==> src/rtl/enc_cmp_pkg.sv <==
package enc_cmp_pkg;

    // Register codes on wr_reg_i
    typedef enum logic [2:0] {
        REG_TRIP_HI = 3'd0,
        REG_TRIP_LO = 3'd1,
        REG_STEP    = 3'd2,
        REG_FORCE   = 3'd3,
        REG_ROUTE   = 3'd4
    } reg_code_e;

    localparam int REG_CODE_W = 3;

endpackage

==> src/rtl/quad_track.sv <==
module quad_track #(
    parameter int POS_W = 32
) (
    input  logic             clk,
    input  logic             rst_n,
    input  logic             qa_i,
    input  logic             qb_i,
    output logic [POS_W-1:0] pos_o,
    output logic             step_o,
    output logic             up_o,
    output logic             err_o
);

    typedef struct packed {
        logic [1:0]       sync1;
        logic [1:0]       sync2;
        logic [1:0]       prev;
        logic [POS_W-1:0] pos;
        logic             step;
        logic             up;
        logic             err;
    } trk_t;

    trk_t trk_d, trk_q;

    always_comb begin
        trk_d       = trk_q;
        trk_d.sync1 = {qa_i, qb_i};
        trk_d.sync2 = trk_q.sync1;
        trk_d.prev  = trk_q.sync2;
        trk_d.step  = 1'b0;
        trk_d.err   = 1'b0;
        case ({trk_q.prev, trk_q.sync2})
            4'b00_10, 4'b10_11, 4'b11_01, 4'b01_00: begin
                trk_d.pos  = trk_q.pos + POS_W'(1);
                trk_d.step = 1'b1;
                trk_d.up   = 1'b1;
            end
            4'b10_00, 4'b11_10, 4'b01_11, 4'b00_01: begin
                trk_d.pos  = trk_q.pos - POS_W'(1);
                trk_d.step = 1'b1;
                trk_d.up   = 1'b0;
            end
            4'b00_11, 4'b11_00, 4'b10_01, 4'b01_10: begin
                trk_d.err  = 1'b1;
            end
            default: ;
        endcase
    end

    always_ff @(posedge clk) begin
        if (!rst_n) trk_q <= '0;
        else        trk_q <= trk_d;
    end

    assign pos_o  = trk_q.pos;
    assign step_o = trk_q.step;
    assign up_o   = trk_q.up;
    assign err_o  = trk_q.err;

    AST_MOVE_HAS_STROBE: assert property (@(posedge clk) disable iff (!rst_n)
        (trk_q.pos != $past(trk_q.pos)) |-> trk_q.step);

    AST_UNIT_STEP: assert property (@(posedge clk) disable iff (!rst_n)
        trk_q.step |-> ((trk_q.pos == $past(trk_q.pos) + POS_W'(1)) ||
                        (trk_q.pos == $past(trk_q.pos) - POS_W'(1))));

    AST_ERR_HOLDS_COUNT: assert property (@(posedge clk) disable iff (!rst_n)
        trk_q.err |-> $stable(trk_q.pos));

endmodule

==> src/rtl/cmp_unit.sv <==
module cmp_unit
    import enc_cmp_pkg::*;
#(
    parameter int POS_W = 32
) (
    input  logic                  clk,
    input  logic                  rst_n,
    input  logic                  wr_en_i,
    input  logic [REG_CODE_W-1:0] wr_reg_i,
    input  logic [POS_W-1:0]      wr_data_i,
    input  logic [POS_W-1:0]      pos_i,
    input  logic                  step_i,
    input  logic                  up_i,
    output logic                  state_o,
    output logic                  route_o
);

    typedef struct packed {
        logic [POS_W-1:0] trip_hi;
        logic [POS_W-1:0] trip_lo;
        logic [POS_W-1:0] stride;
        logic             state;
        logic             route;
    } cu_t;

    cu_t cu_d, cu_q;
    logic hit;
    logic force_we;

    assign hit      = step_i && ((pos_i == cu_q.trip_hi) || (pos_i == cu_q.trip_lo));
    assign force_we = wr_en_i && (wr_reg_i == REG_FORCE);

    always_comb begin
        cu_d = cu_q;
        if (hit) begin
            cu_d.state = ~cu_q.state;
            if (up_i) begin
                cu_d.trip_hi = cu_q.trip_hi + cu_q.stride;
                cu_d.trip_lo = cu_q.trip_lo + cu_q.stride;
            end else begin
                cu_d.trip_hi = cu_q.trip_hi - cu_q.stride;
                cu_d.trip_lo = cu_q.trip_lo - cu_q.stride;
            end
        end
        if (wr_en_i) begin
            case (wr_reg_i)
                REG_TRIP_HI: cu_d.trip_hi = wr_data_i;
                REG_TRIP_LO: cu_d.trip_lo = wr_data_i;
                REG_STEP:    cu_d.stride  = wr_data_i;
                REG_FORCE:   cu_d.state   = wr_data_i[0];
                REG_ROUTE:   cu_d.route   = wr_data_i[0];
                default: ;
            endcase
        end
    end

    always_ff @(posedge clk) begin
        if (!rst_n) cu_q <= '0;
        else        cu_q <= cu_d;
    end

    assign state_o = cu_q.state;
    assign route_o = cu_q.route;

    AST_FORCE_WINS: assert property (@(posedge clk) disable iff (!rst_n)
        $past(force_we) |-> (state_o == $past(wr_data_i[0])));

    AST_QUIET_STATE: assert property (@(posedge clk) disable iff (!rst_n)
        (!$past(step_i) && !$past(force_we)) |-> $stable(state_o));

    AST_TRIPS_HOLD: assert property (@(posedge clk) disable iff (!rst_n)
        (!$past(step_i) && !$past(wr_en_i)) |->
            ($stable(cu_q.trip_hi) && $stable(cu_q.trip_lo)));

endmodule

==> src/rtl/enc_cmp_pair.sv <==
module enc_cmp_pair
    import enc_cmp_pkg::*;
#(
    parameter int NUM_CH = 2,
    parameter int POS_W  = 32,
    localparam int CH_W  = (NUM_CH > 1) ? $clog2(NUM_CH) : 1
) (
    input  logic                    clk,
    input  logic                    rst_n,
    input  logic [NUM_CH-1:0]       enc_a_i,
    input  logic [NUM_CH-1:0]       enc_b_i,
    input  logic                    wr_en_i,
    input  logic [CH_W-1:0]         wr_ch_i,
    input  logic [REG_CODE_W-1:0]   wr_reg_i,
    input  logic [POS_W-1:0]        wr_data_i,
    output logic [NUM_CH-1:0]       cmp_pin_o,
    output logic [NUM_CH*POS_W-1:0] pos_o,
    output logic [NUM_CH-1:0]       quad_err_o
);

    logic [POS_W-1:0]  pos_w [NUM_CH];
    logic [NUM_CH-1:0] step_w;
    logic [NUM_CH-1:0] up_w;
    logic [NUM_CH-1:0] state_w;
    logic [NUM_CH-1:0] route_w;

    for (genvar c = 0; c < NUM_CH; c++) begin : g_axis
        logic [POS_W-1:0] watch_pos;
        logic             watch_step;
        logic             watch_up;
        logic             ch_we;

        quad_track #(.POS_W(POS_W)) trk_i (
            .clk    (clk),
            .rst_n  (rst_n),
            .qa_i   (enc_a_i[c]),
            .qb_i   (enc_b_i[c]),
            .pos_o  (pos_w[c]),
            .step_o (step_w[c]),
            .up_o   (up_w[c]),
            .err_o  (quad_err_o[c])
        );

        assign watch_pos  = route_w[c] ? pos_w[0]  : pos_w[c];
        assign watch_step = route_w[c] ? step_w[0] : step_w[c];
        assign watch_up   = route_w[c] ? up_w[0]   : up_w[c];
        assign ch_we      = wr_en_i && (wr_ch_i == CH_W'(c));

        cmp_unit #(.POS_W(POS_W)) cmp_i (
            .clk       (clk),
            .rst_n     (rst_n),
            .wr_en_i   (ch_we),
            .wr_reg_i  (wr_reg_i),
            .wr_data_i (wr_data_i),
            .pos_i     (watch_pos),
            .step_i    (watch_step),
            .up_i      (watch_up),
            .state_o   (state_w[c]),
            .route_o   (route_w[c])
        );

        assign pos_o[c*POS_W +: POS_W] = pos_w[c];
    end

    always_comb begin
        cmp_pin_o = state_w;
        for (int c = 1; c < NUM_CH; c++) begin
            if (route_w[c]) cmp_pin_o[0] = cmp_pin_o[0] | state_w[c];
        end
    end

endmodule

==> config.mk <==
export PLATFORM = sky130hd
export DESIGN_NAME = enc_cmp_pair
export DESIGN_NICKNAME = d
export VERILOG_FILES = /design/src/rtl/enc_cmp_pkg.sv /design/src/rtl/quad_track.sv /design/src/rtl/cmp_unit.sv /design/src/rtl/enc_cmp_pair.sv
export SDC_FILE = /design/constraint.sdc
export NUM_CORES = 1
export LEC_CHECK = 0
export BUFFER_PORTS_ARGS = -buffer_cell sky130_fd_sc_hd__buf_4
export CORE_MARGIN = 4
export CORE_UTILIZATION = 30
export DETAILED_ROUTE_END_ITERATION = 6
export SYNTH_ARGS = -nofsm -noshare
export SYNTH_HDL_FRONTEND = slang
export SYNTH_SLANG_ARGS = --single-unit
==> constraint.sdc <==
create_clock -name clk -period 4.5 [get_ports clk]
set_clock_uncertainty 0.15 [all_clocks]
set_input_delay 0.9 -clock clk [delete_from_list [all_inputs] [get_ports clk]]
set_output_delay 0.9 -clock clk [all_outputs]
set_load 0.02 [all_outputs]
==> qor.csv, run 1 <==
stage;metric;value;unit
cells_and_area;share of layout cells above drive strength 1;0.1243;
yosys;Mapped Avg Cell Area;7.711;um^2
drt;DRT Pass-1 Iters;5;
timing;Rel. slew slack;0.4251;
power_and_ir_drop;Pleak;12.48;nW
setup_path;Worst Setup Path Type;reg2reg;
die;IO Pins;111;
power_and_ir_drop;Clock Power Share;0.374;
power_and_ir_drop;Internal Power;5.344;mW
timing;Worst-Margin Slew;0.8592;ns
die;# rows;102;
yosys;EDFF count, synth;0;
setup_path;Buf/Inv on CP;0;
drt;DR WL/cell;20.32;um
clock_tree;CTS max path bufs;3;
power_and_ir_drop;Pwr per Cell Area;297.9;nW/um^2
yosys;top post-synthesis cells by area;dfxtp_1 23%, ha_1 11%, a21oi_1 7.9%;
setup_path;crit path max-delay cell type;or3_1;
grt;antenna violations before repair;0;
power_and_ir_drop;Net Switching;2.840;mW
timing;Final Max Tran Viols;0;
drt;post-route ant nets;0;
drt;via/cell ratio;5.412;
drt;routed vias;23000;
placement;Routability Congestion;0.9560;
status;status;completed;
cells_and_area;Final #Nets;3443;
timing;Fin Setup TNS;0;ns
clock_tree;Num CTS Buffers;37;
timing;Finish-stage setup viols;0;
timing;Final Hold Fails;0;
grt;first-pass GRT wire length;128700;um
die;Die ar.;83780;um^2
power_and_ir_drop;Gate power share;0.291;
power_and_ir_drop;switching share of power;0.3471;
die;total core area;77980;um^2
cells_and_area;diode count;0;
yosys;post-synth top area share;0.2333;
yosys;Synth Area in Adders;0.1146;
yosys;compound-cell area share of the yosys netlist;0.2507;
yosys;post-synthesis mux area share;0.03470;
yosys;simple-gate share of the synthesized area;0.1896;
die;Die Width;289.5;um
clock_tree;Root Driver;clkbuf_16;
setup_path;crit start category;flip-flop;
yosys;largest family of logic cells by synthesized area;compound AO/OA/AOI/OAI gates;
drt;Initial DRC Count;1866;
drt;# DRC;0;
yosys;Yosys reg bits;277;
yosys;leading area contributor after synthesis;dfxtp_1;
yosys;xor/xnor share of the synthesized area;0.1249;
setup_path;cell family with most CP delay;simple AND/OR/NAND/NOR gates;
clock_tree;CTS Sinks;277;
worst_hold_path;HP Class;reg2reg;
setup_path;most frequent CP cell;or3_1;
clock_tree;Skew-Pair Late Insertion Delay;0.58;ns
timing;fin crit share;0.9587;
yosys;Unique masters post-synth;85;
cells_and_area;post-layout util;0.3523;
timing;minimum clock period;4.314;ns
die;Starting Density;0.3048;
flow_run;max cap viols;0;
clock_tree;Worst-path clk slew;0.06;ns
yosys;synthesized instance count;3082;
die;Die Y;289.5;um
clock_tree;htree depth;2;
yosys;asr flop ratio synth;0;
grt;grt total ovfl;0;
setup_path;critical path cell sequence;or3_1 -> or3_1 -> nor3_4 -> nand4b_1 -> nand2b_1 -> o21ai_0 -> xnor2_1 -> ha_1 -> a21oi_1 -> o21ai_0 -> a221o_1 -> a31o_2 -> xor2_1 -> or3_1 -> a311oi_1;
clock_tree;CTS tree;done;
timing;RSZ-0062 raised after global routing;true;
yosys;Yosys Warn Count;0;
setup_path;Crit. End Element;flip-flop;
power_and_ir_drop;Power Total;8.184;mW
yosys;Synth Net Count;3339;
placement;Post-DP HPWL;67440;um
setup_path;CP max stage delay;0.42;ns
power_and_ir_drop;Seq pwr share;0.335;
grt;largest net degree at the start of global routing;117;
timing;f_max;0.2318;GHz
setup_path;CP required;4.82;ns
drt;final wirelength;86330;um
power_and_ir_drop;peak supply drop;0.2444;mV
setup_path;Max FO, Critical Path;5;
placement;Port Buffers;110;
yosys;Synth Flop Type;dfxtp_1;
yosys;sequential-to-total area share from yosys stat;0.2333;
grt;number of global-route vias before repair;21110;
setup_path;Arrival @ worst endpoint;4.63;ns
cells_and_area;fill count;8170;
yosys;Cell Area, Synth;23760;um^2
grt;GRT Resource Usage Total;0.1989;
cells_and_area;Area Growth Syn to Fin;15.58;%
[what timing repair did]
| item | in CTS | in global routing |
|---|---|---|
| hold buffers | 0 | 0 |
| pin swaps | 0 | 9 |
| setup endpoints to repair | 2 | 12 |
| resized for setup | 3 | 31 |
| buffers inserted | 0 | 3 |
[sequential cells by signal, summed over array words and instances, names as in the netlist]
signal	flops
g_axis.trk_i.step_o	2
g_axis.trk_i.up_o	2
g_axis.cmp_i.cu_q	192
g_axis.trk_i.trk_q	4
g_axis.trk_i.pos_o	64
g_axis.cmp_i.state_o	2
g_axis.cmp_i.route_o	1
g_axis.trk_i.err_o	2
g_axis.trk_i.trk_d	8
[power by group through the flow]
stage               clock, mW  sequential, mW  combinational, mW
floorplan                   0            2.69               1.63
global placement            0            2.79               2.30
detailed placement          0            2.79               2.31
CTS                      3.13            2.74               2.33
global route             3.20            2.75               2.60
finish                   3.06            2.74               2.38
[cells in the mapped netlist, types with 24 or more instances]
cell type / count
a21oi_1: 373
nand2_1: 354
dfxtp_1: 277
nor2_1: 261
ha_1: 208
xnor2_1: 183
xor2_1: 156
o21ai_0: 137
clkbuf_1: 117
a21o_1: 108
a211oi_1: 90
mux2i_1: 72
buf_4: 68
nand3_1: 65
inv_1: 53
nor3_1: 48
nor4_1: 44
a31oi_1: 36
o211ai_1: 32
nand4_1: 31
nand2b_1: 28
and3_1: 27
and2_1: 26
o21bai_1: 24
[area by class of cell]
class / instances / area [um^2] / share of cell area
flip-flops and latches: 277 / 5547 / 0.2019
clock buffers: 55 / 1105 / 0.04022
clock inverters: 7 / 111.4 / 0.004054
multi-input cells: 2549 / 17140 / 0.6241
inverters: 54 / 207.7 / 0.007562
repair buffers: 267 / 2054 / 0.07480
well taps: 1040 / 1301 / 0.04737
[layout by cell type (no fill, tap or decap), drive strengths merged, types with 11 or more instances in the layout]
cell	n
and3	27
o21ai	144
xor2	156
nor2	262
mux2i	73
o21bai	24
o31ai	15
nor4	46
inv	55
or3	20
buf	267
nand2b	28
clkbuf	55
o211a	11
nor2b	18
o211ai	32
a21o	108
xnor2	183
a31oi	37
dfxtp	277
and2	27
a21oi	374
nand3	65
nand2	354
nor3	48
o21a	19
nand4	31
a211oi	92
ha	208
[routing by layer]
layer,GRT usage,wire (um),vias to the layer above
met4,0.06639,3138,0
li1,-,-,11280
met3,0.02864,6293,151
met1,0.2797,39280,10810
met2,0.3119,37610,759
met5,0,0,-
[stage by stage]
step | instances | hold WS, ns | area (um^2) | setup WS, ns
floorplan | 3082 | 0.2619 | 23770 | 0.1939
global placement | 4184 | 0.2678 | 26100 | -0.01306
detailed placement | 4184 | 0.2696 | 26100 | -0.04310
CTS | 4246 | 0.2796 | 27330 | 0.04953
global route | 4249 | 0.2871 | 27470 | -0.06734
finish | 4249 | 0.2780 | 27470 | 0.1857
[cell families (layout without fill, tap and decap cells)]
family | Yosys count | after routing
flip-flops | 277 | 277
multiplexers | 81 | 81
AND/OR/NAND/NOR | 973 | 973
AO/OA/AOI/OAI | 942 | 942
adder cells (fa/ha/maj) | 214 | 214
buffers and inverters | 256 | 383
XOR/XNOR | 339 | 339
[worst paths after layout]
path / start / end / slack [ns] / cells after the start
max: g_axis[1].cmp_i.cu_q[21]$_SDFFE_PN0P_ / g_axis[1].cmp_i.cu_q[97]$_SDFF_PN0_ / 0.19 / 15
min: g_axis[1].trk_i.trk_d[37]$_SDFF_PN0_ / g_axis[1].trk_i.trk_d[35]$_SDFF_PN0_ / 0.28 / 1
max reg2reg: g_axis[1].cmp_i.cu_q[21]$_SDFFE_PN0P_ / g_axis[1].cmp_i.cu_q[97]$_SDFF_PN0_ / 0.19 / 15
min reg2reg: g_axis[1].trk_i.trk_d[37]$_SDFF_PN0_ / g_axis[1].trk_i.trk_d[35]$_SDFF_PN0_ / 0.28 / 1
Note: power is estimated with default switching activity, not from simulation.
==> run 2: changes to the inputs <==
--- a/config.mk
+++ b/config.mk
@@ -11,4 +11,5 @@
 export DETAILED_ROUTE_END_ITERATION = 6
 export SYNTH_ARGS = -nofsm -noshare
 export SYNTH_HDL_FRONTEND = slang
+export SYNTH_HIERARCHICAL = 1
 export SYNTH_SLANG_ARGS = --single-unit
==> qor.csv, run 2 <==
stage;metric;value;unit;change
drt;metal2 WL;39470;um;+5.0%
clock_tree;CTS tree;done;;
setup_path;R2R setup slack;0.08;ns;-0.11 ns
drt;# DRC;0;;unchanged
power_and_ir_drop;Pwr per Cell Area;300.5;nW/um^2;+0.86%
setup_path;Arrival @ worst endpoint;4.77;ns;+0.14 ns
setup_path;worst r2r src;g_axis[1].cmp_i/cu_q[10]$_SDFFE_PN0P_;;
placement;Post-DP HPWL;71190;um;+5.6%
power_and_ir_drop;Clock Power Share;0.387;;+0.013
drt;DR WL/cell;21.09;um;+3.8%
clock_tree;Root Driver;clkbuf_16;;
timing;Final Max Tran Viols;0;;unchanged
drt;final wirelength;92770;um;+7.5%
timing;Finish-stage setup viols;0;;unchanged
drt;Metal-1 WL;42560;um;+8.3%
grt;largest net degree at the start of global routing;74;;-37%
setup_path;CP startpoint;g_axis[1].cmp_i/cu_q[10]$_SDFFE_PN0P_;;
setup_path;Crit. End Element;flip-flop;;
drt;Initial DRC Count;1874;;+0.43%
yosys;synthesized instance count;3193;;+3.6%
worst_hold_path;HP Class;reg2reg;;
placement;placed inst area;27090;um^2;+3.8%
yosys;Synth Net Count;3466;;+3.8%
grt;number of global-route vias before repair;22270;;+5.5%
cells_and_area;max FFs per register;192;;unchanged
drt;routed vias;24040;;+4.6%
drt;via/cell ratio;5.467;;+1.0%
cells_and_area;most common cell after layout, fill and taps aside;a21oi_1;;
die;# rows;105;;+2.9%
power_and_ir_drop;Seq pwr share;0.319;;-0.016
clock_tree;Num CTS Buffers;38;;+2.7%
placement;cell count after placement;4322;;+3.3%
power_and_ir_drop;switching share of power;0.3429;;-0.004161
status;status;completed;;
setup_path;Critical Path Sink;g_axis[1].cmp_i/cu_q[65]$_SDFF_PN0_;;
clock_tree;Skew-Pair Late Insertion Delay;0.59;ns;about the same
clock_tree;htree depth;2;;unchanged
worst_hold_path;Worst Hold Depth;1;;unchanged
clock_tree;CTS Sinks;277;;unchanged
cells_and_area;Area Growth Syn to Fin;15.13;%;
flow_run;max cap viols;0;;unchanged
cells_and_area;Post-Layout Inst Area;28650;um^2;+4.3%
drt;DR WL met3;7115;um;+13%
die;Die Width;296.0;um;+2.3%
placement;Port Buffers;110;;unchanged
placement;Routability Congestion;0.9723;;+1.7%
power_and_ir_drop;Pleak;13.37;nW;+7.1%
die;total core area;82110;um^2;+5.3%
grt;antenna violations before repair;3;;+3
drt;DRT Pass-1 Iters;6;;+1
grt;first-pass GRT wire length;138100;um;+7.3%
setup_path;reg-to-reg critical path endpoint;g_axis[1].cmp_i/cu_q[65]$_SDFF_PN0_;;
die;Starting Density;0.3031;;-0.001685
timing;fin crit share;0.9824;;+0.02366
drt;post-route ant nets;0;;unchanged
setup_path;CP required;4.85;ns;+0.03 ns
clock_tree;CTS Hold Buffers Added;0;;unchanged
grt;grt total ovfl;0;;unchanged
power_and_ir_drop;Net Switching;2.952;mW;+3.9%
cells_and_area;post-layout util;0.3489;;-0.003314
die;IO Pins;111;;unchanged
cells_and_area;share of layout cells above drive strength 1;0.1412;;+0.01689
timing;Worst-Margin Slew;1.104;ns;+0.2443 ns
timing;minimum clock period;4.421;ns;+0.1065 ns
setup_path;Worst Setup Path Type;reg2reg;;
setup_path;FF-to-FF path depth;21;;+6
power_and_ir_drop;peak supply drop;0.3800;mV;+55%
cells_and_area;diode count;0;;unchanged
cells_and_area;final cell count without fillers;4398;;+3.5%
yosys;Cell Area, Synth;24890;um^2;+4.7%
timing;RSZ-0062 raised after global routing;true;;
clock_tree;Worst-path clk slew;0.06;ns;about the same
grt;GRT Resource Usage Total;0.2041;;+0.005138
timing;Rel. slew slack;0.2643;;-0.1608
yosys;Yosys Warn Count;6;;+6
setup_path;Max FO, Critical Path;4;;-1
cells_and_area;register bank with the most flops;g_axis.cmp_i/cu_q;;
cells_and_area;most frequent cells in the layout;378 x a21oi_1, 342 x nand2_1, 283 x nor2_1;;
yosys;Mapped Avg Cell Area;7.794;um^2;+1.1%
die;Die ar.;87620;um^2;+4.6%
setup_path;crit start category;flip-flop;;
power_and_ir_drop;Gate power share;0.295;;+0.004
power_and_ir_drop;Internal Power;5.658;mW;+5.9%
cells_and_area;Final #Nets;3573;;+3.8%
timing;Final Hold Fails;0;;unchanged
die;Die Y;296.0;um;+2.3%
clock_tree;CTS max path bufs;3;;unchanged
drt;Top Metal Used;met5;;
timing;f_max;0.2262;GHz;-2.4%
run 2: cell type report:
| cell class | instances | area, um^2 |
|---|---|---|
| fillers | 8559 | 53460 |
| multi-input cells | 2663 | 18180 |
| flip-flops and latches | 277 | 5547 |
| repair buffers | 266 | 2022 |
| well taps | 1070 | 1339 |
| clock buffers | 50 | 1066 |
| clock inverters | 18 | 290.3 |
| inverters | 54 | 206.4 |
run 2: critical path, cell delays in order (launching register included):
cell       delay (ns)
dfxtp_1          0.31
or4_4            0.56
nor4_4           0.16
and2b_1          0.18
and2_4           0.15
nor3b_2          0.15
buf_4            0.16
buf_4            0.13
a21oi_1          0.07
xor2_1           0.17
ha_1             0.34
nand3_1          0.10
or4_1            0.42
a211oi_2         0.19
buf_4            0.17
nor3_4           0.05
nor3_2           0.21
a2111oi_2        0.05
buf_4            0.15
xnor2_1          0.13
o21a_1           0.19
nor3_2           0.16
run 2: per-layer routing:
metal  GRT usage  up-vias
met5           0        -
met4     0.07082        4
met3     0.03392      160
met2      0.3166      856
met1      0.2865    11350
li1            -    11670
run 2: what timing repair did:
item,CTS,global route
resized for setup,3,37
gates cloned,0,0
pin swaps,3,14
buffers inserted,0,8
endpoints found under the setup margin,1,20
run 2: per-stage QoR:
stage | hold slack [ns] | total power, mW | setup slack (ns) | setup TNS (ns)
2_1_floorplan | 0.2619 | 4.414 | 0.1454 | 0
3_3_place_gp | 0.2649 | 5.235 | 0.04231 | 0
3_5_place_dp | 0.2728 | 5.240 | -0.007775 | -0.007775
4_1_cts | 0.2865 | 8.598 | 0.02887 | 0
5_1_grt | 0.2990 | 8.989 | -0.1167 | -0.1490
6_report | 0.2848 | 8.610 | 0.07925 | 0
run 2: worst min path at each step:
stage / from / endpoint / slack (ns)
after CTS: g_axis[0].trk_i/trk_d[37]$_SDFF_PN0_ / g_axis[0].trk_i/trk_d[35]$_SDFF_PN0_ / 0.29
after floorplan: g_axis[0].trk_i/trk_d[37]$_SDFF_PN0_ / g_axis[0].trk_i/trk_d[35]$_SDFF_PN0_ / 0.26
after detailed placement: g_axis[0].trk_i/trk_d[37]$_SDFF_PN0_ / g_axis[0].trk_i/trk_d[35]$_SDFF_PN0_ / 0.27
final: g_axis[0].trk_i/trk_d[37]$_SDFF_PN0_ / g_axis[0].trk_i/trk_d[35]$_SDFF_PN0_ / 0.28
after global placement: g_axis[0].trk_i/trk_d[37]$_SDFF_PN0_ / g_axis[0].trk_i/trk_d[35]$_SDFF_PN0_ / 0.26
after global routing: g_axis[1].trk_i/trk_d[38]$_SDFF_PN0_ / g_axis[1].trk_i/trk_d[36]$_SDFF_PN0_ / 0.30
run 2: power groups by stage:
stage	Combinational, mW	Sequential, mW	Clock, mW
finish	2.54	2.74	3.33
floorplan	1.73	2.68	0
detailed placement	2.45	2.79	0
global route	2.76	2.75	3.49
CTS	2.47	2.74	3.39
global placement	2.45	2.79	0
==> run 3: changes to the inputs <==
==> constraint.sdc (replaced) <==
create_clock -name clk -period 4.5 [get_ports clk]
set_clock_uncertainty 0.15 [all_clocks]
set_input_delay 0.225 -clock clk [delete_from_list [all_inputs] [get_ports clk]]
set_output_delay 0.225 -clock clk [all_outputs]
set_load 0.02 [all_outputs]
==> qor.csv, run 3 (synthesis results as in run 2) <==
stage;metric;value;unit;change
power_and_ir_drop;Internal Power;5.364;mW;-5.2%
power_and_ir_drop;Power Total;8.293;mW;-3.7%
timing;Fin Setup TNS;0;ns;unchanged
grt;busiest layer in global routing;met2;;
setup_path;CP required;4.83;ns;-0.02 ns
clock_tree;CTS Sinks;277;;unchanged
clock_tree;CTS max path bufs;3;;unchanged
setup_path;CP max stage delay;0.56;ns;about the same
drt;Initial DRC Count;1882;;+0.43%
timing;fin crit share;0.9698;;-0.01254
timing;RSZ-0062 raised after global routing;true;;
power_and_ir_drop;Net Switching;2.929;mW;-0.80%
die;Die Width;296.0;um;unchanged
cells_and_area;most frequent cells in the layout;374 x a21oi_1, 342 x nand2_1, 281 x nor2_1;;
clock_tree;Skew-Pair Late Insertion Delay;0.57;ns;-0.02 ns
setup_path;reg-to-reg critical path endpoint;g_axis[1].cmp_i/cu_q[96]$_SDFF_PN0_;;
drt;via/cell ratio;5.406;;-1.1%
timing;f_max;0.2291;GHz;+1.3%
placement;DP Worst Slack;-0.08526;ns;-0.07749 ns
grt;antenna violations before repair;1;;-2
die;total core area;82110;um^2;unchanged
grt;met2 usage;0.3120;;-0.004662
drt;routed vias;23920;;-0.50%
placement;cell count after placement;4308;;-0.32%
setup_path;crit path max-delay cell type;or4_4;;
cells_and_area;final cell count without fillers;4425;;+0.61%
grt;GRT Resource Usage Total;0.2036;;-0.0004439
worst_hold_path;HP Class;in2reg;;
status;status;completed;;
placement;Routability Congestion;0.9679;;-0.45%
power_and_ir_drop;Seq pwr share;0.333;;+0.014
placement;Port Buffers;110;;unchanged
setup_path;Worst Setup Path Type;reg2reg;;
cells_and_area;Final #Nets;3602;;+0.81%
timing;Finish-stage setup viols;0;;unchanged
clock_tree;Num CTS Buffers;38;;unchanged
setup_path;CP startpoint;g_axis[1].cmp_i/cu_q[6]$_SDFFE_PN0P_;;
setup_path;crit start category;flip-flop;;
die;Die ar.;87620;um^2;unchanged
placement;Post-DP HPWL;70150;um;-1.5%
setup_path;R2R setup slack;0.14;ns;+0.06 ns
clock_tree;htree depth;2;;unchanged
timing;Final Max Tran Viols;0;;unchanged
power_and_ir_drop;Clock Power Share;0.358;;-0.029
cells_and_area;share of layout cells above drive strength 1;0.1413;;about the same
setup_path;Arrival @ worst endpoint;4.70;ns;-0.07 ns
setup_path;most frequent CP cell;buf_4;;
cells_and_area;Area Growth Syn to Fin;16.29;%;
power_and_ir_drop;peak supply drop;0.3020;mV;-21%
cells_and_area;max FFs per register;192;;unchanged
clock_tree;Root Driver;clkbuf_16;;
power_and_ir_drop;Pwr per Cell Area;286.6;nW/um^2;-4.6%
cells_and_area;register bank with the most flops;g_axis.cmp_i/cu_q;;
timing;Final Hold Fails;0;;unchanged
setup_path;FF-to-FF path depth;19;;-9.5%
drt;# DRC;0;;unchanged
drt;DR WL/cell;20.83;um;-1.2%
die;Die Y;296.0;um;unchanged
power_and_ir_drop;Gate power share;0.309;;+0.014
setup_path;Max FO, Critical Path;4;;unchanged
setup_path;Crit. End Element;flip-flop;;
power_and_ir_drop;switching share of power;0.3532;;+0.01025
setup_path;critical path cell sequence;or4_4 -> nor3_4 -> and2_4 -> buf_4 -> a21oi_1 -> xor2_1 -> buf_4 -> ha_1 -> buf_4 -> nand4_1 -> a211oi_2 -> a21oi_2 -> a211oi_2 -> o21a_1 -> o32a_1 -> a311oi_2 -> xnor2_1 -> mux2i_1 -> a21oi_1;;
setup_path;Critical Path Sink;g_axis[1].cmp_i/cu_q[96]$_SDFF_PN0_;;
clock_tree;CTS tree;done;;
grt;first-pass GRT wire length;137900;um;-0.18%
die;IO Pins;111;;unchanged
drt;final wirelength;92180;um;-0.64%
flow_run;max cap viols;0;;unchanged
clock_tree;Worst-path clk slew;0.05;ns;about the same
grt;grt total ovfl;0;;unchanged
grt;number of global-route vias before repair;22240;;-0.13%
grt;largest net degree at the start of global routing;75;;+1.4%
die;# rows;105;;unchanged
timing;minimum clock period;4.364;ns;-0.05644 ns
timing;final worst slack;0.1357;ns;+0.05644 ns
drt;DRT Pass-1 Iters;7;;+1
timing;Worst-Margin Slew;1.040;ns;-0.06400 ns
die;Starting Density;0.3031;;unchanged
cells_and_area;most common cell after layout, fill and taps aside;a21oi_1;;
grt;GR met1 Demand/Resource;0.2909;;+0.004376
grt;met3 global-route usage;0.02831;;-0.005617
timing;Rel. slew slack;0.3070;;+0.04267
drt;post-route ant nets;0;;unchanged
setup_path;worst r2r src;g_axis[1].cmp_i/cu_q[6]$_SDFFE_PN0P_;;
power_and_ir_drop;Pleak;13.45;nW;+0.62%
==> run 3: worst min-delay path by stage <==
stage | slack [ns] | cells after the start | startpoint | to
final | 0.11 | 3 | rst_n | g_axis[1].cmp_i/cu_q[63]$_SDFF_PN0_
after detailed placement | 0.27 | 1 | g_axis[1].trk_i/trk_d[37]$_SDFF_PN0_ | g_axis[1].trk_i/trk_d[35]$_SDFF_PN0_
after global routing | 0.14 | 2 | rst_n | g_axis[1].trk_i/pos_o[27]$_SDFFE_PN0P_
after CTS | 0.09 | 2 | rst_n | g_axis[0].cmp_i/cu_q[60]$_SDFF_PN0_
after global placement | 0.27 | 1 | g_axis[0].trk_i/trk_d[37]$_SDFF_PN0_ | g_axis[0].trk_i/trk_d[35]$_SDFF_PN0_
after floorplan | 0.20 | 2 | wr_data_i[30] | g_axis[0].cmp_i/cu_q[64]$_SDFF_PN0_
==> run 3: final cells by class <==
cell class | count | area [um^2]
Fill cell | 8561 | 53170
Sequential cell | 277 | 5548
Inverter | 54 | 202.7
Clock buffer | 54 | 1135
Clock inverter | 11 | 65.06
Timing Repair Buffer | 295 | 2336
Multi-Input combinational cell | 2663 | 18310
Tap cell | 1070 | 1339
Antenna cell | 1 | 2.502
==> run 3: repair_timing <==
action,4_1_cts,5_1_grt
setup buffers,0,13
gates resized for setup,4,65
cloned,0,0
hold buffers,39,0
hold endpoints to repair,195,0
pin swaps,1,38
setup endpoints to repair,1,23
==> run 3: per-layer routing <==
| layer | routed length (um) | vias to the layer above |
|---|---|---|
| met4 | 3791 | 0 |
| li1 | - | 11740 |
| met2 | 39250 | 822 |
| met5 | 0 | - |
| met1 | 42590 | 11210 |
| met3 | 6539 | 151 |
==> run 3: worst max-delay path: cells and delay by family (launching register included) <==
family / cells / cell delay (ns)
simple gates: 4 / 1.05
buf+inv: 3 / 0.43
compound gates: 8 / 1.63
flops: 1 / 0.31
mux: 1 / 0.09
fa+ha+maj: 1 / 0.24
xor+xnor: 2 / 0.39
==> run 3: per-stage QoR <==
| step | area, um^2 | utilization | hold WS, ns |
|---|---|---|---|
| after floorplan | 24890 | - | 0.2022 |
| final | 28940 | 0.3524 | 0.1110 |
| after global routing | 28940 | 0.3524 | 0.1397 |
| after detailed placement | 26970 | 0.3285 | 0.2693 |
| after CTS | 28590 | 0.3482 | 0.09169 |
| after global placement | 26970 | 0.3285 | 0.2653 |
==> run 3: power by group through the flow <==
| stage | Combinational (mW) | Sequential (mW) | Clock, mW |
|---|---|---|---|
| 6_report | 2.56 | 2.76 | 2.97 |
| 4_1_cts | 2.46 | 2.76 | 3.04 |
| 2_1_floorplan | 1.73 | 2.68 | 0 |
| 3_5_place_dp | 2.41 | 2.81 | 0 |
| 5_1_grt | 2.78 | 2.77 | 3.13 |
| 3_3_place_gp | 2.41 | 2.81 | 0 |
